File: config.mk
export PLATFORM = sky130hd
export DESIGN_NAME = dmac_top
export DESIGN_NICKNAME = d
export VERILOG_FILES = /design/src/rtl/dmac_pkg.sv /design/src/rtl/dmac_chan.sv /design/src/rtl/dmac_arb.sv /design/src/rtl/dmac_eng.sv /design/src/rtl/dmac_top.sv
export SDC_FILE = /design/constraint.sdc
export NUM_CORES = 1
export LEC_CHECK = 0
export BUFFER_PORTS_ARGS = -buffer_cell sky130_fd_sc_hd__buf_2
export CORE_ASPECT_RATIO = 1.2
export CORE_MARGIN = 4
export CORE_UTILIZATION = 30
export DETAILED_ROUTE_END_ITERATION = 6
export PLACE_DENSITY = 0.57
export SYNTH_ARGS = -nofsm -noshare
export SYNTH_HDL_FRONTEND = slang
export SYNTH_HIERARCHICAL = 1
export SYNTH_SLANG_ARGS = --single-unit
export TNS_END_PERCENT = 10
File: constraint.sdc
create_clock -name clk -period 4.3 [get_ports clk]
set_input_delay 0.645 -clock clk [delete_from_list [all_inputs] [get_ports clk]]
set_output_delay 0.645 -clock clk [all_outputs]
set_load 0.05 [all_outputs]
File: src/rtl/dmac_pkg.sv
package dmac_pkg;
    typedef enum logic [1:0] {
        MODE_BLOCK  = 2'b00,
        MODE_STEAL  = 2'b01,
        MODE_HIDDEN = 2'b10,
        MODE_BLOCK2 = 2'b11
    } xfer_mode_e;

    typedef enum logic [1:0] {
        S_IDLE,
        S_REQ,
        S_XFER,
        S_HIDE
    } eng_state_e;

    localparam logic [1:0] RIDX_ADDR  = 2'd0;
    localparam logic [1:0] RIDX_COUNT = 2'd1;
    localparam logic [1:0] RIDX_CTRL  = 2'd2;
    localparam logic [1:0] RIDX_STAT  = 2'd3;
endpackage

File: src/rtl/dmac_chan.sv
module dmac_chan
    import dmac_pkg::*;
#(
    parameter int AW = 16,
    parameter int PW = 8
) (
    input  logic          clk,
    input  logic          rst_n,
    input  logic          wr_en,
    input  logic [1:0]    wr_reg,
    input  logic [AW-1:0] wr_data,
    input  logic [1:0]    rd_reg,
    output logic [AW-1:0] rd_data,
    input  logic          unit_i,
    output logic [AW-1:0] addr_o,
    output logic [PW-1:0] page_o,
    output logic          dir_o,
    output xfer_mode_e    mode_o,
    output logic          en_o,
    output logic          end_o,
    output logic          tc_o,
    output logic          berr_o
);
    localparam int PAGE_LSB = AW - PW;

    logic [AW-1:0] addr_q, count_q;
    logic [PW-1:0] page_q;
    logic          dir_q, en_q, tc_q, berr_q;
    xfer_mode_e    mode_q;
    logic          last_unit, top_unit;

    assign last_unit = (count_q == '0);
    assign top_unit  = (addr_q == '1);
    assign end_o     = last_unit | top_unit;

    always_ff @(posedge clk) begin
        if (!rst_n) begin
            addr_q  <= '0;
            count_q <= '0;
            page_q  <= '0;
            dir_q   <= 1'b0;
            en_q    <= 1'b0;
            tc_q    <= 1'b0;
            berr_q  <= 1'b0;
            mode_q  <= MODE_BLOCK;
        end else begin
            // status clear first, so a same-cycle completion wins
            if (wr_en && wr_reg == RIDX_STAT) begin
                tc_q   <= 1'b0;
                berr_q <= 1'b0;
            end
            if (unit_i) begin
                addr_q  <= addr_q + 1'b1;
                count_q <= count_q - 1'b1;
                if (last_unit) begin
                    tc_q <= 1'b1;
                    en_q <= 1'b0;
                end else if (top_unit) begin
                    berr_q <= 1'b1;
                    en_q   <= 1'b0;
                end
            end
            if (wr_en) begin
                unique case (wr_reg)
                    RIDX_ADDR:  addr_q  <= wr_data;
                    RIDX_COUNT: count_q <= wr_data;
                    RIDX_CTRL: begin
                        en_q   <= wr_data[0];
                        dir_q  <= wr_data[1];
                        mode_q <= xfer_mode_e'(wr_data[3:2]);
                        page_q <= wr_data[PAGE_LSB +: PW];
                    end
                    default: ;
                endcase
            end
        end
    end

    always_comb begin
        rd_data = '0;
        unique case (rd_reg)
            RIDX_ADDR:  rd_data = addr_q;
            RIDX_COUNT: rd_data = count_q;
            RIDX_CTRL: begin
                rd_data[PAGE_LSB +: PW] = page_q;
                rd_data[3:0] = {mode_q, dir_q, en_q};
            end
            default:    rd_data[1:0] = {berr_q, tc_q};
        endcase
    end

    assign addr_o = addr_q;
    assign page_o = page_q;
    assign dir_o  = dir_q;
    assign mode_o = mode_q;
    assign en_o   = en_q;
    assign tc_o   = tc_q;
    assign berr_o = berr_q;


    tc_set_chk: assert property (@(posedge clk) disable iff (!rst_n)
        (unit_i && count_q == '0) |=> tc_q);


    berr_stop_chk: assert property (@(posedge clk) disable iff (!rst_n)
        (unit_i && count_q != '0 && addr_q == '1 && !wr_en) |=> (berr_q && !en_q));
endmodule

File: src/rtl/dmac_arb.sv
module dmac_arb #(
    parameter int N  = 4,
    parameter int CW = 2
) (
    input  logic [N-1:0]  req,
    output logic          any,
    output logic [CW-1:0] idx
);
    always_comb begin
        any = 1'b0;
        idx = '0;
        for (int i = N - 1; i >= 0; i--) begin
            if (req[i]) begin
                any = 1'b1;
                idx = CW'(i);
            end
        end
    end
endmodule

File: src/rtl/dmac_eng.sv
module dmac_eng
    import dmac_pkg::*;
#(
    parameter int N  = 4,
    parameter int CW = 2
) (
    input  logic          clk,
    input  logic          rst_n,
    input  logic          any_pend,
    input  logic [CW-1:0] pick_idx,
    input  xfer_mode_e    pick_mode,
    input  xfer_mode_e    cur_mode,
    input  logic          cur_dir,
    input  logic          cur_drq,
    input  logic          cur_end,
    input  logic          bg,
    input  logic          cpu_idle,
    output logic [CW-1:0] cur_idx,
    output logic          br,
    output logic          unit,
    output logic [N-1:0]  dack,
    output logic          mem_rd,
    output logic          mem_wr
);
    eng_state_e    state_q, state_d;
    logic [CW-1:0] cur_q;

    always_ff @(posedge clk) begin
        if (!rst_n) begin
            state_q <= S_IDLE;
            cur_q   <= '0;
        end else begin
            state_q <= state_d;
            if (state_q == S_IDLE && any_pend) cur_q <= pick_idx;
        end
    end

    always_comb begin
        state_d = state_q;
        unique case (state_q)
            S_IDLE: if (any_pend) state_d = (pick_mode == MODE_HIDDEN) ? S_HIDE : S_REQ;
            S_REQ:  if (bg) state_d = S_XFER;
            S_XFER: if (bg && (cur_end || cur_mode == MODE_STEAL)) state_d = S_IDLE;
            S_HIDE: if ((cpu_idle && cur_drq && cur_end) || !cur_drq) state_d = S_IDLE;
            default: state_d = S_IDLE;
        endcase
    end

    always_comb begin
        br   = 1'b0;
        unit = 1'b0;
        unique case (state_q)
            S_IDLE: ;
            S_REQ:  br = 1'b1;
            S_XFER: begin
                br   = 1'b1;
                unit = bg;
            end
            S_HIDE: unit = cpu_idle & cur_drq;
            default: ;
        endcase
        dack = '0;
        if (unit) dack[cur_q] = 1'b1;
        mem_rd = unit & ~cur_dir;
        mem_wr = unit & cur_dir;
    end

    assign cur_idx = cur_q;


    dack_onehot_chk: assert property (@(posedge clk) disable iff (!rst_n)
        $onehot0(dack) && ((mem_rd || mem_wr) == (dack != '0)));


    hide_idle_chk: assert property (@(posedge clk) disable iff (!rst_n)
        ((mem_rd || mem_wr) && !br) |-> cpu_idle);


    grant_held_chk: assert property (@(posedge clk) disable iff (!rst_n)
        ((mem_rd || mem_wr) && br) |-> bg);


    steal_release_chk: assert property (@(posedge clk) disable iff (!rst_n)
        (state_q == S_XFER && bg && cur_mode == MODE_STEAL) |=> !br);
endmodule

File: src/rtl/dmac_top.sv
module dmac_top
    import dmac_pkg::*;
#(
    parameter int N  = 4,
    parameter int AW = 16,
    parameter int PW = 8
) (
    input  logic             clk,
    input  logic             rst_n,
    input  logic             reg_wr,
    input  logic [((N > 1) ? $clog2(N) : 1)+1:0] reg_sel,
    input  logic [AW-1:0]    reg_wdata,
    output logic [AW-1:0]    reg_rdata,
    input  logic [N-1:0]     drq,
    output logic [N-1:0]     dack,
    output logic             br,
    input  logic             bg,
    input  logic             cpu_idle,
    output logic [PW+AW-1:0] mem_addr,
    output logic             mem_rd,
    output logic             mem_wr,
    output logic             irq
);
    localparam int CW = (N > 1) ? $clog2(N) : 1;

    logic [AW-1:0] addr_a [N];
    logic [AW-1:0] rd_a   [N];
    logic [PW-1:0] page_a [N];
    xfer_mode_e    mode_a [N];
    logic [N-1:0]  dir_v, en_v, end_v, tc_v, berr_v, pend_v;
    logic [CW-1:0] cur_idx, pick_idx, sel_ch;
    logic          any_pend, unit;

    assign sel_ch = reg_sel[CW+1:2];

    for (genvar i = 0; i < N; i++) begin : g_ch
        dmac_chan #(.AW(AW), .PW(PW)) u_ch (
            .clk     (clk),
            .rst_n   (rst_n),
            .wr_en   (reg_wr && sel_ch == CW'(i)),
            .wr_reg  (reg_sel[1:0]),
            .wr_data (reg_wdata),
            .rd_reg  (reg_sel[1:0]),
            .rd_data (rd_a[i]),
            .unit_i  (unit && cur_idx == CW'(i)),
            .addr_o  (addr_a[i]),
            .page_o  (page_a[i]),
            .dir_o   (dir_v[i]),
            .mode_o  (mode_a[i]),
            .en_o    (en_v[i]),
            .end_o   (end_v[i]),
            .tc_o    (tc_v[i]),
            .berr_o  (berr_v[i])
        );
    end

    assign pend_v = en_v & drq;

    dmac_arb #(.N(N), .CW(CW)) u_arb (
        .req (pend_v),
        .any (any_pend),
        .idx (pick_idx)
    );

    dmac_eng #(.N(N), .CW(CW)) u_eng (
        .clk       (clk),
        .rst_n     (rst_n),
        .any_pend  (any_pend),
        .pick_idx  (pick_idx),
        .pick_mode (mode_a[pick_idx]),
        .cur_mode  (mode_a[cur_idx]),
        .cur_dir   (dir_v[cur_idx]),
        .cur_drq   (drq[cur_idx]),
        .cur_end   (end_v[cur_idx]),
        .bg        (bg),
        .cpu_idle  (cpu_idle),
        .cur_idx   (cur_idx),
        .br        (br),
        .unit      (unit),
        .dack      (dack),
        .mem_rd    (mem_rd),
        .mem_wr    (mem_wr)
    );

    always_comb begin
        reg_rdata = '0;
        if (int'(sel_ch) < N) reg_rdata = rd_a[sel_ch];
    end

    assign mem_addr = {page_a[cur_idx], addr_a[cur_idx]};
    assign irq      = |(tc_v | berr_v);


    page_hold_chk: assert property (@(posedge clk) disable iff (!rst_n)
        ((mem_rd || mem_wr) && $past(mem_rd || mem_wr) && dack == $past(dack))
        |-> mem_addr[PW+AW-1:AW] == $past(mem_addr[PW+AW-1:AW]));
endmodule

# Yosys cells after proc, flatten, opt, wreduce, memory -nomap -nowiden

Cells that the tools add are included.

Register bits after elaboration: 188
Input bits: 29
Output and inout port bits: 48
Word-level logic and storage cells: 245

$add $sub $neg: 8
Order comparisons: 5
Eq/ne operators: 22
Muxes and demuxes: 128
Bitwise gates (word level): 13
Reduce and logical (&&, ||, !) cells: 35

Operators by type and width:

| operator                | count |
|---|---|
| $mux W16                | 28 |
| $pmux W8 S3             | 4 |
| $add A16 B1 Y16 const B | 4 |
| $bmux W16 S2            | 2 |
| $eq A16 B16 Y1 const B  | 4 |
| $logic_not A16 Y1       | 4 |
| $sub A16 B1 Y16 const B | 4 |
| $mux W1                 | 57 |
| $pmux W2 S3             | 8 |
| $pmux W4 S2             | 4 |
| $mux W2                 | 13 |
| $eq A2 B2 Y1 const B    | 9 |
| $logic_and A1 B1 Y1     | 17 |
| $bmux W8 S2             | 1 |
| $mux W8                 | 2 |
| $eq A2 B1 Y1 const B    | 5 |
| $ge A3 B3 Y1 const B    | 3 |
| $not A2 Y3              | 3 |
| $bmux W2 S2             | 2 |
| $logic_not A2 Y1        | 4 |
| $pmux W2 S4             | 1 |
| $reduce_and A2 Y1       | 4 |
| $bmux W1 S2             | 3 |
| $ne A2 B1 Y1 const B    | 3 |
| 16 further kinds        | 22 |

# Longest topological paths before layout

Word-level depth: 13
Depth in mapped cells: 11
Depth with buffers taken out: 10

# Modules after synthesis

Netlist, hierarchy kept.

By module, submodules not included:

| module                        | instances | cells an instance | area each (um2) | seq. area each (um2) |
|---|---|---|---|---|
| dmac_chan at g_ch[0].u_ch ... | 3         | 327               | 2565.0          | 920.9 |
| dmac_chan at g_ch[3].u_ch     | 1         | 316               | 2524.9          | 920.9 |
| dmac_top                      | 1         | 76                | 1262.5          | 0.0 |
| dmac_eng                      | 1         | 42                | 315.3           | 80.1 |
| dmac_arb                      | 1         | 7                 | 35.0            | 0.0 |

# Worst setup path after synthesis

No wires, ideal clock.

Kind: input to output
Start point: input port reg_sel[0] (netlist name)
End point: output port reg_rdata[0]
Data arrival time: 2.448 ns
Data required time: 3.655 ns
Path slack: 1.207 ns
Stages on the path: 4
Path through: clkbuf_1 -> clkbuf_1 -> mux4_2 -> mux4_2

RTL lines:

| item               | RTL line       | text |
|---|---|---|
| start: declaration | dmac_top.sv:11 | `input logic [((N > 1) ? $clog2(N) : 1)+1:0] reg_sel,` |
| end: declaration   | dmac_top.sv:13 | `output logic [AW-1:0] reg_rdata,` |

==> impl_metrics.toml <==
[status]
outcome = "finished clean"

[timing]
tightest_slew_ps = 1060
hold_viol = 0
fin_crit_sh_pct = 81.2
fin_worst_skew_ps = 13.3
grt_setup_unrepaired = "no"
finalSetupViolCount = 0
max_slew_margin_pct = 28.9
report.final.slew_viol_count = 0
max_freq_ghz = 0.286
min_period_ps = 3490
setup_tns_ps = 0

[global_route]
grt_pass1_wl_um = 69100
antenna_found_initial = 1
first_global_vias = 10400
use_met2_pct = 34.2
overflow = 0
grt-busiest-layer = "met2"
grt_max_degree = 75
track_usage_pct = 21.4
use_met1_pct = 28.9
met3_usage_pct = 3.70

[route]
drtPass1Iterations = 6
routed_wl_um = 47200
viasPerCell = 5.78
dr_total_vias = 11300
routedWlPerCell_um = 24.0
drcViolationCount = 0
drtAntennaViolNets = 0
drtIter0Drc = 1437

[synthesis]
synth_top_cell_area_share_pct = 31.8
syn_nets = 1463
synth_cells = 1422
yosysSeqAreaShare_pct = 31.8
syn_area_mm2 = 0.0118
synth_cell_types = 51
synthTopCellsByCount = "188 x dfxtp_1, 175 x nand2_1, 150 x o21ai_0, 116 x a21oi_1, 94 x clkbuf_1"
yosysWarningCount = 6
synth_ff_type = "dfxtp_1"
synthArstFlopShare_pct = 0
yosysMostFrequentCell = "dfxtp_1"
synth.ff_latch_count = 188
syn_avg_cell_area_um2 = 8.32
synth.area.top_cells = "dfxtp_1 32%, mux4_2 10%, o21ai_0 6.3%, mux2i_1 5.8%, nand2_1 5.6%"
synth-edff-count = 0
synth_top_cell_by_area = "dfxtp_1"

[floorplanning]
row_count = 79
die_width_um = 189
die_y_um = 226
die_area_mm2 = 0.0427
initial_utilization_pct = 30.5
core-area_mm2 = 0.0388
pin_count = 77

[cts]
clk_pin_slew_ps = 80
cts_sinks = 188
hold_buffers = 0
cts_tree = "built"
insertion_delay_ps = 460
numCtsBuffers = 17
cts_resized = 0
ctsLongestPathBuffers = 2
h-tree-depth = 4
cts_setup_buffers = 0
root_buffer = "clkbuf_16"

[final_layout]
fin_nets = 1464
fin_util_pct = 33.8
fillCellCount = 4061
drive_above_1_share_pct = 15.0
area_delta_synth_final_pct = 10.8

[setup_path]
crit_type = "in2out"
cpPeakStageDelay_ps = 650
cp.arrival_ps = 2850
path_buf_inv = 2
crit_path_start_kind = "input port"
path_max_fanout = 67
crit_chain = "buf_4, nor2b_1, nand2_1, o21ai_0, mux4_2, buf_2"
crit_slowest_cell = "buf_4"
cp_top_family = "buffers and inverters"
end_kind = "output port"
r2r-start = "u_eng/cur_idx[0]"
reg2reg_to = "g_ch[0].u_ch/addr_o[13]"
reg2reg_depth = 9
crit_required_ps = 3650
rrSetupSlack_ps = 1170

[power_and_ir_drop]
pwr-share-seq_pct = 46.5
p_sw_share_pct = 30.3
p_sw_mw = 1.20
power_frac_comb_pct = 12.2
clockPowerShare_pct = 41.3
irDropWorstVdd_mv = 0.294
p_per_area_mw_per_mm2 = 303
leakage_nw = 4.40
intPower_mw = 2.77

[run]
drv_cap = 0

[placement]
globalplace.congestion = 0.976
port_buffers = 76
hpwl_um = 34300

[hold_path]
holdPathStages = 2
hp-start = "g_ch[1].u_ch/page_o[1]"
hold_end = "g_ch[1].u_ch/page_o[1]"
hp-class = "reg2reg"
## worst max path at each step
| stage | end | slack [ps] | cells past startpoint | start |
|---|---|---|---|---|
| 3_5_place_dp | reg_rdata[9] | 880 | 6 | reg_sel[0] |
| 3_3_place_gp | reg_rdata[9] | 900 | 6 | reg_sel[0] |
| 6_report | reg_rdata[9] | 810 | 6 | reg_sel[0] |
| 2_1_floorplan | reg_rdata[0] | 1210 | 4 | reg_sel[0] |
| 4_1_cts | reg_rdata[9] | 870 | 6 | reg_sel[0] |
| 5_1_grt | reg_rdata[9] | 680 | 6 | reg_sel[0] |
## per-layer routing
metal / wire (um) / vias to the layer above
met5: 0 / -
met4: 1990 / 0
met3: 3930 / 91
met2: 21600 / 540
met1: 19700 / 5481
li1: - / 5233
## worst min-delay path, cell delays in order, from the launching register on
cell	delay, ps
dfxtp_1	320
nand2_1	50
a21oi_1	50
## placed cells by master (no fill, tap or decap), types with 28 or more instances in the layout
cell and n:
xnor2_1 61, dfxtp_1 186, o21ai_0 150, nand3_1 37, mux2i_1 68, nor2_1 81, inv_1 31, or4_1 28
mux4_2 54, or3_1 32, nand2_1 175, a21oi_1 116, nor4_1 38, buf_2 74, nand4_1 28
## flip-flops by register name (all words and copies together), names as in the netlist
name and flops:
g_ch.u_ch/addr_o 64, g_ch.u_ch/count_q 64, g_ch.u_ch/page_o 32, g_ch.u_ch/mode_o 8, g_ch.u_ch/berr_o 4, g_ch.u_ch/dir_o 4
g_ch.u_ch/en_o 4, g_ch.u_ch/tc_o 4, u_eng/cur_idx 2, u_eng/state_q 2
## metrics by stage
| stage | setup WS (ps) | instances | hold WS [ps] | total power, mW | instance area, um^2 |
|---|---|---|---|---|---|
| final | 806 | 1963 | 472 | 3.98 | 13100 |
| after global placement | 897 | 1930 | 452 | 2.36 | 12500 |
| after floorplan | 1210 | 1422 | 439 | 2.18 | 11800 |
| after detailed placement | 881 | 1930 | 460 | 2.37 | 12500 |
| after CTS | 872 | 1962 | 471 | 3.99 | 13100 |
| after global routing | 684 | 1963 | 488 | 4.10 | 13100 |
## cells by family (layout without fill, tap and decap cells)
kind of cell / after synthesis / after routing / share of synthesized area, %
buf+inv: 141 / 155 / 5.02
fa+ha+maj: 12 / 12 / 1.27
simple gates: 517 / 517 / 22.4
mux: 123 / 123 / 16.3
flops: 188 / 188 / 31.8
compound gates: 356 / 356 / 17.0
other cells: 0 / 1 / 0
xor+xnor: 85 / 85 / 6.29
## power by group through the flow
stage	Combinational [mW]	Sequential [mW]	Clock [mW]
2_1_floorplan	0.331	1.85	0
3_3_place_gp	0.473	1.89	0
3_5_place_dp	0.477	1.89	0
4_1_cts	0.480	1.85	1.66
5_1_grt	0.524	1.85	1.72
6_report	0.486	1.85	1.64
## final cells by class
type | count | area [um^2] | area share, %
multi-input cells | 1093 | 7480 | 57.0
inverters | 31 | 116 | 0.887
clock buffers | 18 | 439 | 3.35
well taps | 526 | 658 | 5.02
clock inverters | 14 | 146 | 1.12
flip-flops and latches | 188 | 3770 | 28.7
diodes | 1 | 2.50 | 0.0191
repair buffers | 92 | 505 | 3.85
Note: power is estimated with default switching activity, not from simulation.
